===== config.mk =====
export PLATFORM = sky130hd
export DESIGN_NAME = logic_arith_unit
export DESIGN_NICKNAME = d
export VERILOG_FILES = /design/src/rtl/lau_pkg.sv /design/src/rtl/lau_control.sv /design/src/rtl/lau_datapath.sv /design/src/rtl/logic_arith_unit.sv
export SDC_FILE = /design/constraint.sdc
export NUM_CORES = 1
export LEC_CHECK = 0
export CORE_AREA = 8 8 45 47
export DETAILED_ROUTE_END_ITERATION = 7
export DIE_AREA = 0 0 53 55
export GPL_TIMING_DRIVEN = 0
export MAX_ROUTING_LAYER = met4
export PLACE_DENSITY = 0.87
export SYNTH_ARGS = -nofsm -noshare
export SYNTH_HDL_FRONTEND = slang
export SYNTH_SLANG_ARGS = --single-unit

===== constraint.sdc =====
create_clock -name vclk -period 6.9
set_clock_uncertainty 0.05 [all_clocks]
set_input_delay 1.38 -clock vclk [all_inputs]
set_output_delay 1.38 -clock vclk [all_outputs]
set_load 0.05 [all_outputs]

===== src/rtl/lau_pkg.sv =====
package lau_pkg;

  // Function code; bit 2 is the most significant bit of the code.
  typedef enum logic [2:0] {
    FN_ADD  = 3'b000,
    FN_OR   = 3'b001,
    FN_NAND = 3'b010,
    FN_XOR  = 3'b011,
    FN_XNOR = 3'b100,
    FN_AND  = 3'b101,
    FN_NOR  = 3'b110,
    FN_ZERO = 3'b111
  } funcCode_t;

  // Strobes from the decoder to the datapath.
  // truthTab[{a,b}] is the output bit for operand bits a and b.
  typedef struct packed {
    logic       addEn;
    logic [3:0] truthTab;
  } lauCtrl_t;

endpackage


===== src/rtl/lau_control.sv =====
module lau_control
  import lau_pkg::*;
(
  input  logic [2:0] funcSel,
  output lauCtrl_t   ctrl
);

  funcCode_t code;
  assign code = funcCode_t'(funcSel);

  always_comb begin
    ctrl.addEn    = 1'b0;
    ctrl.truthTab = 4'b0000;
    unique case (code)
      FN_ADD:  ctrl.addEn    = 1'b1;
      FN_OR:   ctrl.truthTab = 4'b1110;
      FN_NAND: ctrl.truthTab = 4'b0111;
      FN_XOR:  ctrl.truthTab = 4'b0110;
      FN_XNOR: ctrl.truthTab = 4'b1001;
      FN_AND:  ctrl.truthTab = 4'b1000;
      FN_NOR:  ctrl.truthTab = 4'b0001;
      FN_ZERO: ctrl.truthTab = 4'b0000;
      default: ctrl.truthTab = 4'b0000;
    endcase
  end

endmodule


===== src/rtl/lau_datapath.sv =====
module lau_datapath
  import lau_pkg::*;
#(
  parameter int WIDTH = 8
) (
  input  logic [WIDTH-1:0] opA,
  input  logic [WIDTH-1:0] opB,
  input  logic             carryIn,
  input  lauCtrl_t         ctrl,
  output logic [WIDTH-1:0] result,
  output logic             carryOut
);

  logic [WIDTH:0]   carryChain;
  logic [WIDTH-1:0] sumBits;
  logic [WIDTH-1:0] logicBits;

  assign carryChain[0] = carryIn;

  for (genvar i = 0; i < WIDTH; i++) begin : g_bit
    // Ripple-carry full adder cell.
    assign sumBits[i]      = opA[i] ^ opB[i] ^ carryChain[i];
    assign carryChain[i+1] = (opA[i] & opB[i]) | (carryChain[i] & (opA[i] ^ opB[i]));
    // Per-bit lookup of the selected two-input function.
    assign logicBits[i]    = ctrl.truthTab[{opA[i], opB[i]}];
  end

  assign result   = ctrl.addEn ? sumBits : logicBits;
  assign carryOut = ctrl.addEn & carryChain[WIDTH];

endmodule


===== src/rtl/logic_arith_unit.sv =====
module logic_arith_unit
  import lau_pkg::*;
#(
  parameter int WIDTH = 8
) (
  input  logic [WIDTH-1:0] opA,
  input  logic [WIDTH-1:0] opB,
  input  logic             carryIn,
  input  logic [2:0]       funcSel,
  output logic [WIDTH-1:0] result,
  output logic             carryOut
);

  lauCtrl_t ctrlBus;

  lau_control uCtrl (
    .funcSel (funcSel),
    .ctrl    (ctrlBus)
  );

  lau_datapath #(.WIDTH(WIDTH)) uDp (
    .opA      (opA),
    .opB      (opB),
    .carryIn  (carryIn),
    .ctrl     (ctrlBus),
    .result   (result),
    .carryOut (carryOut)
  );

endmodule


==> metrics.txt, run 1 <==
outcome finished, final reports clean; CP arrival about 5300 ps; first-pass GRT wire length 2570 um; Rows 14; PwrDens roughly 97 mW/mm^2; post-DR wirelength/cell about 15 um; Max stage delay on crit path around 500 ps; Achievable Freq 149 MHz; synth unique cells 16; top post-synthesis cells by area fa_1 (30%), o211ai_2 (16%), xor2_1 (13%), or3b_1 (8.1%), a21oi_1 (6.5%); slew at the pin closest to its max-slew limit 503 ps; CP Capture Type output pin; Worst Hold Class in2out; Slew Limit Headroom 66.4%; CLK BUF 0; IO Port Bufs 27; cell mode on critical path fa_1; post-synth top area share 29.8%; register area 0 sq um; startpoint types input port; Flop pwr share 0%; # setup viols final 0; WS Path Type in2out; post-synthesis sequential area ratio 0%; crit path cell chain clkdlybuf4s50_1 > fa_1 > fa_1 > fa_2 > fa_1 > fa_1 > inv_1 > fa_1 > inv_1 > fa_1 > fa_1 > o211ai_2 > a21oi_1 > buf_4; Die W 53 um; via count 533; Post-Layout Inst Area 826 sq um; Comb pwr share 100.0%; internal power 0.0336 mW; Post-Syn Nets 85; largest net degree at the start of global routing 11; 1st-iter DRT viols 7; slowest stage cell on the critical path fa_1; Synthesis Warnings 0; Post-route DRC 0; post-DR vias/cell 5.33; Max-Cap Viols 0; Crit path required time 5470 ps; seq_cells 0; I/O pin count 29; NetSw 0.0466 mW; dpl hpwl 1240 um; antenna violations before repair 0; Buf/Inv on CP 4; Post-CTS Hold Fix Bufs 0; Leakage 0.339 nW; Area Growth Syn to Fin 53.5%; total grt overflow 0; antenna-violating nets left 0; drt total wl 1450 um; top cells by count, synth fa_1 (8), xor2_1 (8), a21oi_1 (7), nand3_1 (7), o211ai_2 (7); vias in the first global route 573; Post-Syn Area 538 sq um; Clk pwr share 0%; effective utilization at floorplan 38.9%; crit-path max FO 1; Pre-Repair DR Iteration Count 2; Hold Fails Final Rpt 0; Final Cycle Share 97.3%; crit path time final roughly 6700 ps; DP Area 828 sq um; Final GP Congestion a little over 0.7; Post-CTS Setup Bufs 0; hold_sp funcSel[2]; end of the worst hold path result[7]; GRT Overall Usage 11.2%; RSZ-0062 raised after global routing no; worst hold slack 3180 ps; Final #Nets 114; max-slew violation count 0; depth of the worst hold-timing path 3; largest area contributor in the netlist fa_1; Synth Area per Inst approximately 9.4 sq um; worst vdd ir 0.0358 mV; ANT cells 0; Die Height 55 um; Die Area 0.00292 sq mm; Fill cells 127; Switching Share 58.1%; critical path's top delay family adder cells; area of the core 0.00138 sq mm; share of cells above drive strength 1 19.0%; Syn Inst Count 57
per-stage QoR:
step,setup TNS [ps],instances,total power [mW],worst slack (ps),util (%)
5_1_grt,0,100,0.0874,26.2,59.7
6_report,0,100,0.0802,186,59.7
4_1_cts,0,100,0.0812,78.1,59.5
3_5_place_dp,-1360,100,0.0828,-674,59.9
2_1_floorplan,0,57,0.0496,199,-
3_3_place_gp,-1220,100,0.0804,-622,59.9
per-layer routing:
metal	vias to the layer above	global-route usage (%)	part of all wire (%)
li1	266	-	-
met1	250	12.0	39
met2	17	22.5	54
met3	0	1.34	7.4
met4	0	0	0
met5	-	-	0
power groups by stage:
stage,combinational (mW),sequential [mW],clock [mW]
3_5_place_dp,0.0828,0,0
5_1_grt,0.0874,0,0
4_1_cts,0.0812,0,0
3_3_place_gp,0.0804,0,0
2_1_floorplan,0.0496,0,0
6_report,0.0802,0,0
cell usage in the layout (no fill, tap or decap):
cell             netlist  routed
clkdlybuf4s50_1        0      21
xor2_1                 8       8
nand3_1                7       7
o211ai_2               7       7
a21oi_1                7       7
fa_1                   8       7
or3b_1                 5       5
inv_1                  4       4
dlygate4sd2_1          0       3
buf_6                  2       2
or3b_2                 2       2
buf_2                  1       1
or3_4                  1       1
nor3_1                 1       1
and3_1                 1       1
a31o_1                 1       1
a221oi_1               1       1
and2_1                 1       1
fa_2                   0       1
clkdlybuf4s15_2        0       1
clkdlybuf4s15_1        0       1
buf_4                  0       1
worst max path at each step:
stage          cells past startpoint    start         to
3_3_place_gp                      14   opA[0]  result[7]
2_1_floorplan                     12   opA[0]  result[7]
4_1_cts                           14  carryIn  result[7]
5_1_grt                           14  carryIn  result[7]
6_report                          14  carryIn  result[7]
3_5_place_dp                      14   opA[0]  result[7]
area by class of cell:
| class | instances | area [sq um] | share of cell area (%) |
|---|---|---|---|
| Multi-Input combinational cell | 50 | 498 | 60.3 |
| Timing Repair Buffer | 27 | 265 | 32.1 |
| Buffer | 3 | 27.5 | 3.33 |
| Tap cell | 16 | 20.0 | 2.42 |
| Inverter | 4 | 15.0 | 1.82 |
timing repair:
item | in CTS | in global routing
endpoints found under the setup margin | 4 | 1
gates cloned | 0 | 0
hold endpoints to repair | 0 | 0
resized for setup | 14 | 1
kinds of logic (layout without fill, tap and decap cells):
| logic type | Yosys count | after routing | share of synthesized area, % |
|---|---|---|---|
| AO/OA/AOI/OAI | 16 | 16 | 26.0 |
| XOR/XNOR | 8 | 8 | 13.0 |
| adder cells (fa/ha/maj) | 8 | 8 | 29.8 |
| buffers and inverters | 7 | 34 | 7.90 |
| AND/OR/NAND/NOR | 18 | 18 | 23.3 |
Note: power is estimated with default switching activity, not from simulation.
==> inputs of run 2 (changes only) <==
--- a/config.mk
+++ b/config.mk
@@ -5,12 +5,14 @@
 export SDC_FILE = /design/constraint.sdc
 export NUM_CORES = 1
 export LEC_CHECK = 0
-export CORE_AREA = 8 8 45 47
+export CELL_PAD_IN_SITES_DETAIL_PLACEMENT = 0
+export CELL_PAD_IN_SITES_GLOBAL_PLACEMENT = 1
+export CORE_MARGIN = 8
+export CORE_UTILIZATION = 30
 export DETAILED_ROUTE_END_ITERATION = 7
-export DIE_AREA = 0 0 53 55
 export GPL_TIMING_DRIVEN = 0
 export MAX_ROUTING_LAYER = met4
-export PLACE_DENSITY = 0.87
+export PLACE_DENSITY = 0.89
 export SYNTH_ARGS = -nofsm -noshare
 export SYNTH_HDL_FRONTEND = slang
 export SYNTH_SLANG_ARGS = --single-unit
==> run 2 against run 1 <==
  * Fmax shrank 0.33%
  * Count of clock-buffer cells in the layout is the same
  * Total power shrank 0.47%
  * Via count shrank 0.56%
  * Critical path depth is the same
  * Sequential share of layout area is the same
  * Hold slack gained 16 ps
  * Sequential cell count is the same
  * First-iteration DRC count shrank 71%
  * Non-clock buffer count is the same
  * Combinational power shrank 0.5%
  * Die area grew 17%
  * Critical path type unchanged
  * Critical endpoint unchanged
  * Largest power group unchanged
==> metrics.txt, run 2 (synthesis gave the netlist of run 1 again) <==
share of cells above drive strength 1 17.9%; post-DR vias/cell 4.86; Hold Fails Final Rpt 0; Die W 58.4 um; Final Cycle Share 97.6%; met1 Use GR 9.56%; M2 GR Usage around 15%; total grt overflow 0; post-DR wirelength/cell 12.6 um; CP arrival 5310 ps; max-slew violation count 0; crit path time final 6740 ps; crit path cell chain clkdlybuf4s50_1 > fa_1 > fa_1 > fa_1 > fa_1 > fa_1 > inv_1 > fa_1 > inv_1 > fa_1 > fa_1 > o211ai_2 > a21oi_1 > buf_4; outcome finished, final reports clean; Max stage delay on crit path 510 ps; drt total wl 1380 um; worst setup path endpoint result[7]; via count between 500 and 600; Post-Layout Inst Area 837 sq um; antenna violations before repair 0; slew at the pin closest to its max-slew limit 505 ps; PwrDens approximately 95 mW/mm^2; 1st-iter DRT viols 2; Post-CTS Setup Bufs 0; Leakage around 0.35 nW; DP Area 840 sq um; ANT cells 0; I/O pin count 29; RSZ-0062 raised after global routing no; GRT busiest layer met2; effective utilization at floorplan 31.5%; Final GP Congestion 0.621; vias in the first global route 554; Rows 15; Achievable Freq 148 MHz; Slew Limit Headroom 66.2%; seq_cells 0; IO Port Bufs 27; largest net degree at the start of global routing 11; dpl hpwl between 1000 and 1500 um; Die Area 0.00340 sq mm; startpoint types input port; area of the core between 0.0015 and 0.002 sq mm; Pre-Repair DR Iteration Count 3; Post-route DRC 0; Max-Cap Viols 0; Worst Hold Class in2out; CLK BUF 0; most frequent cells in the layout clkdlybuf4s50_1 (21), xor2_1 (8), fa_1 (8); Crit path required time ~5500 ps; slowest stage cell on the critical path fa_1; first-pass GRT wire length 2270 um; worst vdd ir 0.0474 mV; Final #Nets about 110; # setup viols final 0; Setup crit start carryIn; grt met3 use 0.652%; cell mode on critical path fa_1; GRT Overall Usage 7.95%; Power, Total between 0.07 and 0.08 mW; cts repair resizes 12; antenna-violating nets left 0; Die Height 58.4 um; Post-CTS Hold Fix Bufs 0; crit-path max FO 1; Area Growth Syn to Fin 55.6%; register area 0 sq um; WS Path Type in2out; CP Capture Type output pin; commonest non-fill, non-tap cell in the layout clkdlybuf4s50_1
==> run 2: final cells by class <==
cell class / instances / area, sq um
multi-input cells: 50 / 495
inverters: 4 / 15.0
fillers: 157 / 871
repair buffers: 27 / 268
plain buffers: 3 / 27.5
well taps: 25 / 31.3
==> run 2: stage by stage <==
stage               TNS [ps]  hold WS (ps)  utilization [%]  setup WS, ps  std cells
detailed placement     -1150          3710             49.2          -603        109
global placement       -1140          3710             49.2          -593        109
CTS                        0          3200             48.9          21.1        109
floorplan                  0          3010                -           199         57
finish                     0          3190             49.0           164        109
global route               0          3230             49.0          4.04        109
==> run 2: worst max-delay path, delay by kind of cell <==
family,cells,cell delay [ps]
AO/OA/AOI/OAI,2,210
adder cells (fa/ha/maj),8,2960
buffers and inverters,4,750
==> run 2: how the worst min path moves through the flow <==
stage | start | endpoint | slack, ps | cells after the start
6_report | funcSel[2] | result[7] | 3190 | 3
5_1_grt | funcSel[2] | result[7] | 3230 | 3
4_1_cts | funcSel[2] | result[7] | 3200 | 3
3_5_place_dp | funcSel[2] | result[4] | 3710 | 3
3_3_place_gp | funcSel[2] | result[3] | 3710 | 3
2_1_floorplan | funcSel[0] | result[5] | 3010 | 2
==> run 2: report_power, final <==
part	internal, mW	total, mW	leakage (nW)	switching [mW]
combinational	0.0334	0.0798	0.348	0.0464
sequential	0	0	0	0
clock	0	0	0	0
total	0.0334	0.0798	0.348	0.0464
==> run 2: metal layers <==
| layer | up-vias | share of wire (%) |
|---|---|---|
| met5 | - | 0 |
| met4 | 0 | 0 |
| met3 | 0 | 3.6 |
| met2 | 15 | 50 |
| met1 | 250 | 46 |
| li1 | 265 | - |
